File: src/rtl/dmul_pkg.sv
package dmul_pkg;
  // width of one gated multiple: word plus two guard bits for 3w and -2w
  function automatic int pp_width(input int w);
    return w + 2;
  endfunction

  // width of the full signed product
  function automatic int prod_width(input int w, input int l);
    return w + l;
  endfunction

  // number of two-bit digits in the sample
  function automatic int digit_count(input int l);
    return l / 2;
  endfunction
endpackage

File: src/rtl/dmul_digit_dec.sv
module dmul_digit_dec (
  input  logic [1:0] digit,
  output logic [2:0] hot
);
  // hot[0] for code 1, hot[1] for code 2, hot[2] for code 3, none for 0
  always_comb begin
    hot[0] = digit[0] & ~digit[1];
    hot[1] = ~digit[0] & digit[1];
    hot[2] = digit[0] & digit[1];
  end
endmodule

File: src/rtl/dmul_sel_cell.sv
module dmul_sel_cell #(
  parameter int PW = 10
) (
  input  logic [2:0]    hot,
  input  logic [PW-1:0] m_a,
  input  logic [PW-1:0] m_b,
  input  logic [PW-1:0] m_c,
  output logic [PW-1:0] pp
);
  logic [PW-1:0] g_a, g_b, g_c;

  // gate each candidate with its decode bit, then merge bitwise
  always_comb begin
    g_a = m_a & {PW{hot[0]}};
    g_b = m_b & {PW{hot[1]}};
    g_c = m_c & {PW{hot[2]}};
    pp  = g_a | g_b | g_c;
  end
endmodule

File: src/rtl/dmul_ppgen.sv
module dmul_ppgen #(
  parameter int W = 8,
  parameter int L = 8
) (
  input  logic [W-1:0]                                  word,
  input  logic [L-1:0]                                  sample,
  output logic [dmul_pkg::digit_count(L)*dmul_pkg::pp_width(W)-1:0] pp_flat
);
  localparam int ND = dmul_pkg::digit_count(L);
  localparam int PW = dmul_pkg::pp_width(W);

  logic [PW-1:0] m_one, m_two, m_three, m_neg_one, m_neg_two;

  // shared multiples, formed once for all digits
  always_comb begin
    m_one     = {{2{word[W-1]}}, word};
    m_two     = {m_one[PW-2:0], 1'b0};
    m_three   = m_one + m_two;
    m_neg_one = '0 - m_one;
    m_neg_two = '0 - m_two;
  end

  for (genvar k = 0; k < ND; k++) begin : g_dig
    logic [2:0]    hot;
    logic [PW-1:0] ma, mb, mc;

    dmul_digit_dec u_dec (
      .digit (sample[2*k +: 2]),
      .hot   (hot)
    );

    if (k == ND - 1) begin : g_top
      // signed top digit: codes 1, 2, 3 mean +1, -2, -1
      assign ma = m_one;
      assign mb = m_neg_two;
      assign mc = m_neg_one;
    end else begin : g_low
      assign ma = m_one;
      assign mb = m_two;
      assign mc = m_three;
    end

    dmul_sel_cell #(.PW(PW)) u_sel (
      .hot (hot),
      .m_a (ma),
      .m_b (mb),
      .m_c (mc),
      .pp  (pp_flat[k*PW +: PW])
    );
  end
endmodule

File: src/rtl/dmul_sum_tree.sv
module dmul_sum_tree #(
  parameter int W = 8,
  parameter int L = 8
) (
  input  logic [dmul_pkg::digit_count(L)*dmul_pkg::pp_width(W)-1:0] pp_flat,
  output logic [dmul_pkg::prod_width(W, L)-1:0]                     sum
);
  localparam int ND = dmul_pkg::digit_count(L);
  localparam int PW = dmul_pkg::pp_width(W);
  localparam int PR = dmul_pkg::prod_width(W, L);
  localparam int NN = 2 * ND - 1;

  // heap layout: leaves at ND-1 .. 2ND-2, root at 0
  logic [PR-1:0] node [NN];

  for (genvar k = 0; k < ND; k++) begin : g_leaf
    logic [PW-1:0] lane;
    assign lane = pp_flat[k*PW +: PW];
    // sign-extend and place at weight 4^k
    assign node[ND-1+k] = {{(PR-PW){lane[PW-1]}}, lane} << (2 * k);
  end

  for (genvar i = 0; i < ND - 1; i++) begin : g_add
    assign node[i] = node[2*i+1] + node[2*i+2];
  end

  assign sum = node[0];
endmodule

File: src/rtl/dmul_out_stage.sv
module dmul_out_stage #(
  parameter int DW      = 16,
  parameter bit OUT_REG = 1'b1
) (
  input  logic          clk,
  input  logic          rst_n,
  input  logic          i_valid,
  output logic          i_ready,
  input  logic [DW-1:0] i_data,
  output logic          o_valid,
  input  logic          o_ready,
  output logic [DW-1:0] o_data
);
  if (OUT_REG) begin : g_reg
    logic          full_q;
    logic [DW-1:0] data_q;
    logic          take;

    assign i_ready = !full_q || o_ready;
    assign take    = i_valid && i_ready;

    always_ff @(posedge clk or negedge rst_n) begin
      if (!rst_n) begin
        full_q <= 1'b0;
        data_q <= '0;
      end else if (take) begin
        full_q <= 1'b1;
        data_q <= i_data;
      end else if (o_ready) begin
        full_q <= 1'b0;
      end
    end

    assign o_valid = full_q;
    assign o_data  = data_q;
  end else begin : g_wire
    assign i_ready = o_ready;
    assign o_valid = i_valid;
    assign o_data  = i_data;
  end
endmodule

File: src/rtl/dmul_top.sv
module dmul_top #(
  parameter int W       = 8,
  parameter int L       = 8,
  parameter bit OUT_REG = 1'b1
) (
  input  logic                                                      clk,
  input  logic                                                      rst_n,
  input  logic                                                      in_valid,
  output logic                                                      in_ready,
  input  logic [W-1:0]                                              in_word,
  input  logic [L-1:0]                                              in_sample,
  output logic                                                      out_valid,
  input  logic                                                      out_ready,
  output logic [dmul_pkg::prod_width(W, L)-1:0]                     out_product,
  output logic [dmul_pkg::digit_count(L)*dmul_pkg::pp_width(W)-1:0] digit_pp
);
  localparam int PR = dmul_pkg::prod_width(W, L);

  logic [PR-1:0] sum;

  dmul_ppgen #(.W(W), .L(L)) u_ppgen (
    .word    (in_word),
    .sample  (in_sample),
    .pp_flat (digit_pp)
  );

  dmul_sum_tree #(.W(W), .L(L)) u_tree (
    .pp_flat (digit_pp),
    .sum     (sum)
  );

  dmul_out_stage #(.DW(PR), .OUT_REG(OUT_REG)) u_out (
    .clk     (clk),
    .rst_n   (rst_n),
    .i_valid (in_valid),
    .i_ready (in_ready),
    .i_data  (sum),
    .o_valid (out_valid),
    .o_ready (out_ready),
    .o_data  (out_product)
  );
endmodule

File: config.mk
export PLATFORM = sky130hd
export DESIGN_NAME = dmul_top
export DESIGN_NICKNAME = d
export VERILOG_FILES = /design/src/rtl/dmul_pkg.sv /design/src/rtl/dmul_digit_dec.sv /design/src/rtl/dmul_sel_cell.sv /design/src/rtl/dmul_ppgen.sv /design/src/rtl/dmul_sum_tree.sv /design/src/rtl/dmul_out_stage.sv /design/src/rtl/dmul_top.sv
export SDC_FILE = /design/constraint.sdc
export NUM_CORES = 1
export LEC_CHECK = 0
export BUFFER_PORTS_ARGS = -buffer_cell sky130_fd_sc_hd__buf_2
export CAP_MARGIN = 5
export CORE_UTILIZATION = 55
export CTS_CLUSTER_DIAMETER = 120
export DETAILED_ROUTE_END_ITERATION = 8
export GPL_ROUTABILITY_DRIVEN = 0
export PLACE_DENSITY = 0.82
export SYNTH_ARGS = -nofsm -noshare
export SYNTH_HDL_FRONTEND = slang
export SYNTH_SLANG_ARGS = --single-unit
export TNS_END_PERCENT = 1
File: constraint.sdc
create_clock -name clk -period 3.44 [get_ports clk]
set_clock_uncertainty 0.1 [all_clocks]
set_input_delay 0.516 -clock clk [delete_from_list [all_inputs] [get_ports clk]]
set_output_delay 0.516 -clock clk [all_outputs]
set_load 0.005 [all_outputs]
## Yosys cells after proc, flatten, opt, wreduce, memory -nomap -nowiden

Cells that the tools add are included.

- Bits in registers: 17
- Logic and storage cells: 54
- Input bits: 20

- Mux-type cells: 2
- Bitwise logic cells: 40
- Add/sub/neg operators: 6
- Reductions and logical operators: 4

Operators with widths:

| kind | number |
|---|---|
| $and A10 B10 Y10 | 12 |
| $or A10 B10 Y10 | 8 |
| $add A16 B16 Y16 | 2 |
| $add A10 B12 Y13 | 1 |
| $and A1 B1 Y1 | 12 |
| $add A8 B9 Y10 | 1 |
| $sub A1 B9 Y10 const A | 1 |
| $sub A1 B8 Y9 const A | 1 |
| $not A1 Y1 | 8 |
| $mux W1 | 2 |
| $reduce_bool A2 Y1 | 1 |
| $logic_and A1 B1 Y1 | 1 |
| $logic_not A1 Y1 | 1 |
| $logic_or A1 B1 Y1 | 1 |

## Longest topological paths before layout

Gate-level depths: netlist (run 1).

- Word-level depth: 7
- Mapped depth: 25

## By module

A second synthesis (run 1) with hierarchy kept.

- Cell total of the unflattened synthesis: 352
- Area, all modules: 3101.7 µm²

By module, submodules not included:

| module | instances | cells an instance | area each (µm²) |
|---|---|---|---|
| dmul_sum_tree | 1 | 146 | 1188.6 |
| dmul_out_stage | 1 | 37 | 695.7 |
| dmul_sel_cell | 4 | 23 | 161.4 |
| dmul_ppgen | 1 | 65 | 481.7 |
| dmul_digit_dec | 4 | 3 | 22.5 |

## Worst setup path before layout (run 1)

Ideal clock, no wire load.

- Path kind: in2reg
- Start point: input in_word[2]
- End point: register u_out.g_reg.data_q[15], in the netlist u_out.o_data[15]
- Setup slack: -1.913 ns
- Stages: 24
- Library setup time: 0.077 ns
- Arrival: 5.176 ns
- Buffers on the path: 1
- Required time: 3.263 ns
- Cells stage by stage: clkbuf_1 -> inv_1 -> ha_1 -> a21o_1 -> a21oi_1 -> xnor2_1 -> nand2_1 -> o21ai_0 -> a22o_1 -> ha_1 -> a21o_1 -> a21oi_1 -> o21bai_1 -> a21oi_1 -> o21bai_2 -> xnor2_1 -> fa_1 -> inv_1 -> ha_1 -> or3_1 -> o221a_1 -> a311oi_1 -> xnor3_1 -> o21ai_1

RTL lines:

| item | line | text |
|---|---|---|
| start: declaration | dmul_top.sv:10 | `input logic [W-1:0] in_word,` |
| $add A8 B9 Y10 | dmul_ppgen.sv:18 | `m_three = m_one + m_two;` |
| $and A10 B10 Y10 | dmul_sel_cell.sv:16 | `g_c = m_c & {PW{hot[2]}};` |
| $or A10 B10 Y10 | dmul_sel_cell.sv:17 | `pp = g_a \| g_b \| g_c;` |
| via digit_pp (one bit) | dmul_top.sv:15 | `output logic [dmul_pkg::digit_count(L)*dmul_pkg::pp_width(W)-1:0] digit_pp` |
| $add A10 B12 Y13 | dmul_sum_tree.sv:24 | `assign node[i] = node[2*i+1] + node[2*i+2];` |
| $add A16 B16 Y16 | dmul_sum_tree.sv:24 |  |
| end signal: assignment | dmul_out_stage.sv:28 | `data_q <= i_data;` |
| end: declaration | dmul_out_stage.sv:16 | `logic [DW-1:0] data_q;` |

The timed path passes the listed nets, and every way through them passes these cells.
A chain may end at the register's enable or synchronous reset.

## Worst setup path after layout (run 1)

- Start point: input in_word[1]
- End point: register u_out.g_reg.data_q[15], in the netlist u_out.o_data[15]

- Word-level cells in the longest chain between the ends: 6

Ends and longest elaborated chain:

| item | line | text |
|---|---|---|
| $sub A1 B9 Y10 | dmul_ppgen.sv:20 | `m_neg_two = '0 - m_two;` |
| $and A10 B10 Y10 | dmul_sel_cell.sv:15 | `g_b = m_b & {PW{hot[1]}};` |
| $or A10 B10 Y10 (2 in a row) | dmul_sel_cell.sv:17 |  |
| $add A16 B16 Y16 | dmul_sum_tree.sv:24 |  |
| $add A16 B16 Y16 (*) | dmul_sum_tree.sv:24 |  |

Mark *: on every way between the ends. The rest lies on a longest branch, timed or not.

==> results of run 1 <==
-- synthesized netlist by cell type (6+ instances only) --
cell type	number
nand2_1	39
xnor2_1	25
a21oi_1	19
nor2_1	17
o21ai_0	23
a22o_1	18
a21o_1	7
and2_1	6
fa_1	12
mux2_2	8
inv_1	45
dfrtp_1	17
xor2_1	6
ha_1	36
clkbuf_1	16
nor2b_1	9
o21ai_1	9
-- registers in the layout, summed over array words and instances, names as in the netlist --
register,count
u_out.o_data,16
u_out.o_valid,1
-- through the flow --
| stage | util, % | std cells | total power, W | hold slack (ns) | instance area (µm²) |
|---|---|---|---|---|---|
| floorplan | - | 381 | 0.00122 | 0.120 | 3200 |
| global placement | 87.6 | 638 | 0.00177 | 0.344 | 4560 |
| detailed placement | 87.6 | 638 | 0.00186 | 0.353 | 4560 |
| CTS | 89.4 | 642 | 0.00209 | 0.0784 | 4650 |
| global route | 89.8 | 643 | 0.00230 | 0.0962 | 4680 |
| finish | 89.8 | 643 | 0.00214 | 0.0710 | 4680 |
-- path summary, 6_finish.rpt --
| check | endpoint | slack [ns] | startpoint |
|---|---|---|---|
| worst max-delay path | u_out.o_data[15] | -1.70 | in_word[1] |
| worst min-delay path | u_out.o_data[6] | 0.07 | rst_n |
| worst max register to register | u_out.o_data[5] | 1.77 | u_out.o_valid |
| worst min register to register | u_out.o_data[9] | 0.38 | u_out.o_data[9] |
| max in group asynchronous | u_out.o_data[1] | 2.89 | rst_n |
| min in group clk | u_out.o_valid | 0.37 | in_valid |
-- power breakdown --
part / internal [W] / switching (W)
combinational: 0.000854 / 0.000822
sequential: 0.000281 / 0.0000396
clock: 0.0000804 / 0.0000668
total: 0.00122 / 0.000928
-- kinds of logic after synthesis --
| kind of cell | count (synthesis) |
|---|---|
| XOR/XNOR | 32 |
| flip-flops | 17 |
| AND/OR/NAND/NOR | 90 |
| multiplexers | 13 |
| AO/OA/AOI/OAI | 114 |
| buffers and inverters | 67 |
| adder cells (fa/ha/maj) | 48 |
-- layout make-up --
type	instances	area [µm²]
fill	234	529
timing repair buffer	209	1380
clock buffer	3	41.3
sequential	17	425
multi-input combinational	297	2560
tap	70	87.6
inverter	46	175
clock inverter	1	5.00
-- worst max-delay path, stage by stage --
cell and delay [ns]:
buf_2 0.12, ha_2 0.19, fa_2 0.39, xnor2_2 0.21
a21oi_1 0.09, a22o_1 0.24, ha_1 0.29, a21o_1 0.19
a21oi_2 0.21, o21bai_2 0.14, a2111oi_4 0.41, o21a_1 0.18
a211oi_2 0.05, fa_1 0.50, inv_1 0.05, ha_2 0.17
or3_1 0.37, o221a_1 0.28, a311oi_2 0.26, xnor3_1 0.26
o21ai_1 0.13
-- timing repair --
| action | CTS | global route |
|---|---|---|
| resized for setup | 8 | 5 |
| setup endpoints to repair | 11 | 11 |
| buffers inserted | 0 | 1 |
| hold buffers | 0 | 0 |
| cloned | 0 | 0 |
| pin swaps | 6 | 4 |
-- routing by layer --
layer | global-route usage, % | vias up
li1 | - | 1699
met1 | 44.3 | 1764
met2 | 73.2 | 270
met4 | 26.3 | 0
met3 | 5.27 | 79
met5 | 0 | -
==> results.md, run 1 <==
- Synth unique cells: 53
- H-tree depth: 1
- VDD IR max: 0.000310 V
- Largest net degree at the start of global routing: 26
- Leak: around 2.5 nW
- Worst slew pin tran: around 0.8 ns
- Synth Area in Adders: a little under a quarter
- Crit path max fanout: 3
- Io pins: 78
- Sequential area share after synthesis: between 10 and 15%
- Max-slew violation count: 0
- Highest Signal Layer: met4
- Compound-Gate Fraction of Synth Area: between 20% and 30%
- Synth top area share: ~15%
- CP Data Arrival Time: between 5 and 6 ns
- Port bufs: between 70 and 80
- CP Class: primary input to flip-flop
- DR WL met3: around 900 µm
- Routed WL: around 11000 µm
- Failing checks: setup timing
- Starting density of the core: about three fifths
- CP required: 3.51 ns
- R2R depth: 3
- Hold WC Path Type: primary input to async pin
- Die ar.: ~5800 µm²
- Layout cell share with drive strength beyond 1: a little under half
- Post-route met1 wirelength: ~4200 µm
- Post-synth top area cell: ha_1
- Post-Syn Area: ~3000 µm²
- Diode count: 0
- FFs w/ async S/R, synth: 100%
- XOR/XNOR Fraction of Synth Area: under 10%
- Die Span Y: around 76 µm
- Largest family of logic cells by synthesized area: compound AO/OA/AOI/OAI gates
- Post-Synth Simple-Gate Area: 13.8%
- Antenna viol nets, final: 0
- Fin Setup TNS: -12.54 ns
- Max_slew headroom: 45.7%
- Total of warnings raised by yosys: 0
- Drt initial violations: 280
- CORE AREA: approximately 5200 µm²
- Hold Vio Cnt, Final: 0
- Minimum clock period: slightly above 5 ns
- Syn avg cell area: approximately 8 µm²
- # DRC: 0
- WL/cell: between 15 and 20 µm
- Clock buffer count from CTS: 3
- Latest clock arrival within the worst-skew pair: between 0.2 and 0.3 ns
- Grt total ovfl: 0
- Row count: 26
- WL met2: 5600 µm
- Place WS: -1.94 ns
- Most common cell after layout, fill and taps aside: buf_4
- Synth Register Bits: 17
- Synth area leaders: ha_1, dfrtp_1, fa_1, xnor2_1, inv_1
- Pwr per Cell Area: 458 nW/µm²
- Root Buffer: clkbuf_8
- Final period util: 150%
- Worst Setup End Kind: flip-flop
- Max Fclk: approximately 190 MHz
- Max Buffers Root-to-Sink: 2
- Die width: 76.4 µm
- Crit path launch type: primary input
- Vias in the first global route: between 4000 and 5000
- Worst setup margin: -1.70 ns
- Global Route Usage Sum: around two fifths
- Post-synth EDFFs: 0
- Via-to-Cell Ratio: roughly 5.9
- Post-Synthesis Cells: around 380
- Most frequent cells in the layout: buf_4, buf_2, inv_1
- # Max-Cap Violations: 0
- Layout Nets: 642
- RSZ-0062 raised after global routing: yes
- Proportion of synthesized area in mux cells: under 10%
- Global-route wire length before repair: ~19000 µm
- Endpoints failing setup: 11
- Hpwl dp: around 9000 µm
- Drt first pass iters: 5
- Clock-pin slew on the worst setup and hold paths: approximately 0.070 ns
- Clock sink count: 17
- Syn nets: about 450
- Outcome: finished, violations left
- Antenna violations before repair: 0
- Area grow syn2layout: 53.5%
- Vias post-DR: around 3800
- TritonCTS clock tree: yes
- Ys flop type: dfrtp_1
(Power assumes the default switching activity.)
==> run 2: changes to the inputs <==
- CORE_MARGIN: not set -> 3
- MAX_ROUTING_LAYER: not set -> met4
==> results.md, run 2 (same netlist as run 1, synthesis figures left out) <==
- Worst slew pin tran: 0.857 ns (was 0.813 ns)
- Dpl cell area: 4580 µm² (was 4560 µm²)
- Worst path cell trace: buf_8 -> clkinvlp_4 -> buf_4 -> ha_1 -> nand2_1 -> o21ai_0 -> a22o_1 -> buf_4 -> fa_2 -> a21o_1 -> a21oi_4 -> o21bai_2 -> a21oi_2 -> buf_4 -> xor2_2 -> fa_1 -> inv_1 -> ha_1 -> nand2_1 -> o21ai_2 -> o221a_4 -> a311oi_2 -> xnor3_1 -> o21ai_1 (was buf_2 -> ha_2 -> fa_2 -> xnor2_2 -> a21oi_1 -> a22o_1 -> ha_1 -> a21o_1 -> a21oi_2 -> o21bai_2 -> a2111oi_4 -> o21a_1 -> a211oi_2 -> fa_1 -> inv_1 -> ha_2 -> or3_1 -> o221a_1 -> a311oi_2 -> xnor3_1 -> o21ai_1)
- Antenna viol nets, final: 0 (unchanged)
- Fin area: 4990 µm² (was 4680 µm²)
- Hold Vio Cnt, Final: 0 (unchanged)
- Grt total ovfl: 0 (unchanged)
- Most frequent cells in the layout: buf_4, buf_2, inv_1 (unchanged)
- Max FFs per register: 16 (unchanged)
- Max_slew headroom: 42.7% (was 45.7%)
- Global-route wire length before repair: 20500 µm (was 18800 µm)
- TritonCTS clock tree: yes (unchanged)
- Most common cell after layout, fill and taps aside: buf_4 (unchanged)
- Via-to-Cell Ratio: 7.14 (was 5.93)
- Max-slew violation count: 0 (unchanged)
- Io pins: 78 (unchanged)
- Drt first pass iters: 9 (was 5)
- Clock-pin slew on the worst setup and hold paths: 0.07 ns (about the same)
- Die width: 80.4 µm (was 76.4 µm)
- Routed WL: 17400 µm (was 11300 µm)
- Max Buffers Root-to-Sink: 2 (unchanged)
- Minimum clock period: 5.50 ns (was 5.14 ns)
- Row count: 26 (unchanged)
- Failing checks: DRC, setup timing (was setup timing)
- H-tree depth: 1 (unchanged)
- Worst flop-to-flop path endpoint: u_out.o_data[4] (was u_out.o_data[5])
- Clock sink count: 17 (unchanged)
- Largest net degree at the start of global routing: 26 (unchanged)
- Die Span Y: 80.4 µm (was 76.4 µm)
- Most common cell on crit path: buf_4 (was ha_2)
- CORE AREA: 5240 µm² (was 5200 µm²)
- Max Fclk: 182 MHz (was 194 MHz)
- Layout Nets: 653 (was 642)
- Starting density of the core: 58.1% (was 58.5%)
- Hold WC Path Type: primary input to async pin (unchanged)
- Leak: 2.61 nW (was 2.51 nW)
- Layout cell share with drive strength beyond 1: 51.4% (was 46.1%)
- Root Buffer: clkbuf_8 (unchanged)
- CP Data Arrival Time: 5.57 ns (was 5.21 ns)
- CP Class: primary input to flip-flop (unchanged)
- Filler cells: 140 (was 234)
- Slowest stage cell, crit path: fa_1 (unchanged)
- Worst Setup End Kind: flip-flop (unchanged)
- Clock buffer count from CTS: 3 (unchanged)
- Area grow syn2layout: 63.9% (was 53.5%)
- Vias post-DR: 4671 (was 3812)
- R2R depth: 3 (unchanged)
- R2R Setup Slk: 1.66 ns (was 1.77 ns)
- Outcome: finished, violations left (unchanged)
- Final period util: 160% (was 150%)
- # DRC: 42 (was 0)
- Port bufs: 77 (unchanged)
- CP required: 3.52 ns (was 3.51 ns)
- Antenna violations before repair: 0 (unchanged)
- WL/cell: 26.5 µm (was 17.6 µm)
- CP peak stage delay: 0.48 ns (was 0.50 ns)
- Endpoints failing setup: 11 (unchanged)
- VDD IR max: 0.000420 V (was 0.000310 V)
- Crit path launch type: primary input (unchanged)
- Crit path max fanout: 4 (was 3)
- Global Route Usage Sum: 42.2% (was 40.5%)
- Reg-to-Reg Start: u_out.o_valid (unchanged)
- Worst setup margin: -2.06 ns (was -1.70 ns)
- Core Util, Final: 95.3% (was 89.8%)
- Fin Setup TNS: -16.08 ns (was -12.54 ns)
- Vias in the first global route: 4134 (was 4018)
- Drt initial violations: 964 (was 280)
- Crit path launch: in_word[1] (unchanged)
- Diode count: 0 (unchanged)
- Pwr per Cell Area: 521 nW/µm² (was 458 nW/µm²)
- Critical Path End: u_out.o_data[15] (unchanged)
- # Max-Cap Violations: 0 (unchanged)
- Latest clock arrival within the worst-skew pair: 0.26 ns (was 0.25 ns)
- RSZ-0062 raised after global routing: yes (unchanged)
- Hpwl dp: 9140 µm (was 8770 µm)
- Die ar.: 6470 µm² (was 5840 µm²)
## run 2: power breakdown
group          total, W  internal [W]  leakage (nW)  switching (W)
clock network  0.000153     0.0000806        0.0255      0.0000723
registers      0.000326      0.000281         0.206      0.0000445
logic           0.00212      0.000991          2.38        0.00113
total           0.00260       0.00135          2.61        0.00125
## run 2: final cells by class
class                      instances  area [µm²]  share of cell area (%)
multi-input combinational        297        2770                    55.6
timing repair buffer             220        1480                    29.6
sequential                        17         425                    8.52
inverter                          46         181                    3.63
tap                               70        87.6                    1.75
clock buffer                       3        41.3                   0.827
clock inverter                     1        5.00                   0.100
## run 2: how the worst min path moves through the flow
stage / from / to / slack, ns / cells past startpoint
3_5_place_dp: rst_n / u_out.o_data[6] / 0.35 / 1
4_1_cts: rst_n / u_out.o_data[6] / 0.08 / 1
5_1_grt: rst_n / u_out.o_data[9] / 0.09 / 1
3_3_place_gp: rst_n / u_out.o_data[6] / 0.34 / 1
6_report: rst_n / u_out.o_data[5] / 0.07 / 1
2_1_floorplan: rst_n / u_out.o_data[0] / 0.12 / 0
## run 2: timing repair
item                       4_1_cts  5_1_grt
setup endpoints to repair       11       11
resized for setup               22       33
pin swaps                       33       39
hold buffers                     0        0
gates cloned                     0        0
setup buffers                    5        4
## run 2: critical path: cells and delay by family
kind                       cells  cell delay, ns
xor gates and xnor gates       2            0.48
adders and majority gates      4            1.45
buffers and inverters          6            0.86
AOI/OAI and AO/OA             10            2.04
and+or+nand+nor                2            0.23
## run 2: layer usage
layer / global-route usage [%] / vias to the layer above / wire length [µm]
met4: 30.7 / 0 / 2240
met1: 44.0 / 2060 / 5280
li1: - / 1721 / -
met3: 8.07 / 293 / 2410
met5: - / - / 0
met2: 70.8 / 597 / 7420
## run 2: stage by stage
step / hold WS, ns / total power [W] / instances / setup WS, ns
finish: 0.0663 / 0.00260 / 654 / -2.06
floorplan: 0.120 / 0.00122 / 381 / -1.47
global placement: 0.345 / 0.00178 / 641 / -1.72
global route: 0.0916 / 0.00269 / 654 / -2.19
detailed placement: 0.349 / 0.00190 / 641 / -2.02
CTS: 0.0801 / 0.00213 / 650 / -1.61
